### src/rtl/wake_seq.sv
module wake_seq #(
  parameter int N_IRQ    = 4,
  parameter int PWR_US   = 100,
  parameter int FLASH_US = 60,
  parameter int CLK_CYC  = 2
) (
  input  logic               clk,
  input  logic               rst_n,
  input  logic               wait_set,
  input  logic [N_IRQ-1:0]   irq_req,
  input  logic [3*N_IRQ-1:0] irq_lvl,
  input  logic               lowpwr_cfg,
  input  logic               flash_stop_cfg,
  input  logic [2:0]         clk_src_cfg,
  input  logic               us_tick,
  output logic [2:0]         clk_sel,
  output logic               osc_lo_sel,
  output logic [1:0]         div_sel,
  output logic               cpu_clk_en,
  output logic               flash_en,
  output logic               lp_mode,
  output logic               cpu_ready,
  output logic [N_IRQ-1:0]   irq_out
);
  localparam int MAXC = (PWR_US > FLASH_US) ? PWR_US : FLASH_US;
  localparam int CW   = $clog2(MAXC + 1);

  typedef enum logic [2:0] {
    S_RUN = 3'd0, S_WAIT = 3'd1, S_PWR = 3'd2,
    S_FLS = 3'd3, S_FLW = 3'd4, S_CLK = 3'd5
  } st_t;

  st_t st;
  logic [CW-1:0]    cnt;
  logic             lp_cap, fo_cap;
  logic [2:0]       sel_cap, cur_sel;
  logic [N_IRQ-1:0] pend, elig;

  for (genvar i = 0; i < N_IRQ; i++) begin : g_elig
    assign elig[i] = irq_req[i] & (|irq_lvl[3*i +: 3]);
  end

  wire wake = |elig;

  always_ff @(posedge clk or negedge rst_n) begin
    if (!rst_n) begin
      st      <= S_RUN;
      cnt     <= '0;
      lp_cap  <= 1'b0;
      fo_cap  <= 1'b0;
      sel_cap <= '0;
      cur_sel <= '0;
      pend    <= '0;
    end else begin
      pend <= (st == S_RUN) ? '0 : (pend | elig);
      case (st)
        S_RUN: if (wait_set) begin
          st      <= S_WAIT;
          lp_cap  <= lowpwr_cfg;
          fo_cap  <= flash_stop_cfg;
          sel_cap <= clk_src_cfg;
        end
        S_WAIT: if (wake) begin
          st  <= lp_cap ? S_PWR : S_FLS;
          cnt <= '0;
        end
        S_PWR: if (us_tick) begin
          if (cnt == CW'(PWR_US - 1)) begin
            st  <= S_FLS;
            cnt <= '0;
          end else cnt <= cnt + 1'b1;
        end
        S_FLS: begin
          cnt <= '0;
          if (fo_cap) st <= S_FLW;
          else begin
            st      <= S_CLK;
            cur_sel <= sel_cap;
          end
        end
        S_FLW: if (us_tick) begin
          if (cnt == CW'(FLASH_US - 1)) begin
            st      <= S_CLK;
            cur_sel <= sel_cap;
            cnt     <= '0;
          end else cnt <= cnt + 1'b1;
        end
        S_CLK: begin
          if (cnt == CW'(CLK_CYC - 1)) begin
            st  <= S_RUN;
            cnt <= '0;
          end else cnt <= cnt + 1'b1;
        end
        default: st <= S_RUN;
      endcase
    end
  end

  assign cpu_ready  = (st == S_RUN);
  assign cpu_clk_en = (st == S_RUN) || (st == S_CLK);
  assign lp_mode    = lp_cap && ((st == S_WAIT) || (st == S_PWR));
  assign flash_en   = !(fo_cap && (st inside {S_WAIT, S_PWR, S_FLS, S_FLW}));
  assign clk_sel    = cur_sel;
  assign osc_lo_sel = cur_sel[2];
  assign div_sel    = cur_sel[1:0];
  assign irq_out    = cpu_ready ? (pend | elig) : '0;
endmodule

### config.mk
export PLATFORM = sky130hd
export DESIGN_NAME = wake_seq
export DESIGN_NICKNAME = d
export VERILOG_FILES = /design/src/rtl/wake_seq.sv
export SDC_FILE = /design/constraint.sdc
export NUM_CORES = 1
export LEC_CHECK = 0
export ABC_AREA = 1
export BUFFER_PORTS_ARGS = -buffer_cell sky130_fd_sc_hd__clkbuf_2
export CORE_MARGIN = 5
export CORE_UTILIZATION = 46
export DETAILED_ROUTE_END_ITERATION = 12
export PLACE_DENSITY = 0.75
export SYNTH_ARGS = -nofsm -noshare
export SYNTH_HDL_FRONTEND = slang
export SYNTH_SLANG_ARGS = --single-unit
### constraint.sdc
create_clock -name clk -period 1.5 [get_ports clk]
set_clock_uncertainty 0.2 [all_clocks]
set_input_delay 0.075 -clock clk [delete_from_list [all_inputs] [get_ports clk]]
set_output_delay 0.075 -clock clk [all_outputs]
set_load 0.01 [all_outputs]
==> results_dict.tcl <==
set metrics [dict create \
    status "complete, but fails checks" \
    violations "negative hold slack, negative setup slack" \
    antenna_found_initial 0 \
    fin_util_pct 81.49 \
    numPortBuffers 38 \
    ys_seq_elements 22 \
    io_pins 39 \
    min_period_over_period_pct 134.2 \
    critPathRequiredTime_ns 1.53 \
    netlist_area_um2 1376 \
    setup_tns_ns -6.288 \
    gp_congestion 0.9160 \
    first_global_vias 1596 \
    worst-setup-path-type "reg2reg" \
    final_hold_viol_count 1 \
    cts_made_buffers 3 \
    drc 0 \
    root_buffer "clkbuf_4" \
    ant_nets 0 \
    worstReg2RegStart "st[2]$_DFFE_PN0P_" \
    yosysWarnings 0 \
    start_kind "register" \
    fin_ws_ns -0.5133 \
    initial_core_util_pct 49.06 \
    die_w_um 64.70 \
    end_kind "register" \
    leakagePower_nw 1.215 \
    synth_nets 228 \
    grt_start_max_net_pins 23 \
    dieArea_um2 4186 \
    insertion_delay_ns 0.33 \
    htree_levels 1 \
    final_cell_mix "nand2_1 (48), clkbuf_2 (30), inv_1 (26)" \
    cts.sinks 22 \
    reg2reg_depth 6 \
    fin_crit_ns 2.013 \
    maxCapViolCount 0 \
    area_growth_pct 66.09 \
    reg2reg_to "clk_sel[2]$_DFFE_PN0P_" \
    drive_gt1_share_pct 44.41 \
    diodes 0 \
    placementRows 19 \
    worst_hold_path_type "in2reg" \
    reg2reg_slack_ns -0.51 \
    grt_overflow 0 \
    path_clk_slew_ns 0.14 \
    timing.fmax_mhz 496.7 \
    power_density_nw_per_um2 1918 \
    critPathCapture "clk_sel[2]$_DFFE_PN0P_" \
    worstMarginPinSlew_ns 0.5563 \
    rsz0062_at_grt "yes" \
    vias 1729 \
    core_um2 2805 \
    grt_pass1_wl_um 7017 \
    viasPerCell 5.454 \
    finalSetupViolations 26 \
    relSlewSlack_pct 62.92 \
    cp-startpoint "st[2]$_DFFE_PN0P_" \
    drt-pass1-iter-count 5 \
    syn_inst 200 \
    peakVddDrop_v 0.001140 \
    slew_violations 0 \
    dp_hpwl_um 2663 \
    cts_tree "done" \
    ys_seq_area_share_pct 40.00 \
    critPathMaxFanout 6 \
    whs_ns -0.05088 \
    final_common_cell "nand2_1" \
    grt_usage_pct 21.60 \
    synth_cell_types 20 \
    die_y_um 64.70 \
    first_iter_violations 99 \
    routed_wl_um 5217 \
    clockBufferDepth 2 \
    wl_per_cell_um 16.46 \
    fillCellCount 161 \
    crit_arrival_ns 2.04 \
    synth.avg_cell_area_um2 6.882 \
    fin_nets 315 \
]
-- state kept, by name, summed over array words and instances, names as in the netlist --
name     cells
st           3
clk_sel      3
cnt          7
lp_cap       1
pend         4
sel_cap      3
fo_cap       1
-- layout make-up --
type                            instances  area (um2)  share of cell area (%)
Multi-Input combinational cell        146       898.4                   39.30
Timing Repair Buffer                   84       628.1                   27.48
Sequential cell                        22       553.0                   24.19
Inverter                               30       115.1                   5.036
Tap cell                               31       38.79                   1.697
Clock inverter                          1       30.03                   1.314
Clock buffer                            3       22.52                  0.9852
-- per-layer routing --
| metal | part of all wire, % | up-vias | track usage, % |
|---|---|---|---|
| li1 | - | 799 | - |
| met1 | 35 | 797 | 24.54 |
| met2 | 52 | 114 | 39.72 |
| met3 | 9.2 | 19 | 2.245 |
| met4 | 4.3 | 0 | 11.08 |
| met5 | 0 | - | 0 |
-- how the worst min path moves through the flow --
stage,endpoint,start,cells past startpoint,slack (ns)
floorplan,clk_sel[0]$_DFFE_PN0P_,rst_n,0,-0.42
global placement,sel_cap[2]$_DFFE_PN0P_,rst_n,1,-0.12
detailed placement,sel_cap[2]$_DFFE_PN0P_,rst_n,1,-0.11
CTS,pend[0]$_DFF_PN0_,irq_lvl[0],5,-0.09
global route,pend[0]$_DFF_PN0_,irq_lvl[0],5,-0.002
finish,pend[0]$_DFF_PN0_,irq_lvl[0],5,-0.05
-- stage by stage --
| step | instances | setup WS (ns) | area (um2) | power (mW) | hold slack (ns) |
|---|---|---|---|---|---|
| 2_1_floorplan | 200 | -0.07068 | 1376 | 2.059 | -0.4206 |
| 3_3_place_gp | 289 | -0.1231 | 1755 | 2.805 | -0.1189 |
| 3_5_place_dp | 289 | -0.1523 | 1755 | 2.842 | -0.1101 |
| 4_1_cts | 312 | -0.2080 | 2101 | 3.736 | -0.08865 |
| 5_1_grt | 317 | -0.5670 | 2286 | 4.638 | -0.001915 |
| 6_report | 317 | -0.5133 | 2286 | 4.385 | -0.05088 |
-- synthesized netlist by cell type --
cell | n | area, um2
a211oi_1 | 1 | 7.510
inv_2 | 4 | 15.01
nand2_2 | 3 | 18.77
a21oi_2 | 1 | 8.760
dfrtp_1 | 22 | 550.5
o21ai_0 | 7 | 35.03
nand3b_1 | 3 | 22.52
nand2_4 | 1 | 11.26
nand3_1 | 19 | 95.09
nor2_4 | 1 | 11.26
buf_4 | 3 | 22.52
xnor2_1 | 1 | 8.760
inv_1 | 26 | 97.59
nand3_2 | 2 | 20.02
a21oi_1 | 14 | 70.07
nand2_1 | 55 | 206.5
nor2_2 | 2 | 12.51
xor2_1 | 1 | 8.760
ha_1 | 3 | 37.54
nor2_1 | 31 | 116.4
-- timing repair --
item | in CTS | in global routing
gates cloned | 0 | 1
pin swaps | 19 | 12
hold endpoints to repair | 31 | 0
endpoints found under the setup margin | 26 | 27
setup buffers | 6 | 4
gates resized for setup | 35 | 43
hold buffers | 13 | 0
-- critical path, stage by stage (launching register included) --
cell and delay [ns]:
dfrtp_2 0.51, inv_2 0.11, nand3_1 0.12, nand2_2 0.12, o21ai_1 0.13, nand3b_1 0.36
o21ai_0 0.37
-- where the power goes --
group	leakage [nW]	switching (mW)	internal [mW]
Clock	0.0279	0.204	0.271
Sequential	0.271	0.172	0.810
Combinational	0.916	1.64	1.28
-- kinds of logic (layout without fill, tap and decap cells) --
family	Yosys count	after routing	share of synthesized area, %
simple gates	117	118	37.36
buf+inv	33	118	9.817
compound gates	23	23	8.818
flops	22	22	40.00
fa+ha+maj	3	3	2.728
xor+xnor	2	2	1.273
Note: power is estimated with default switching activity, not from simulation.
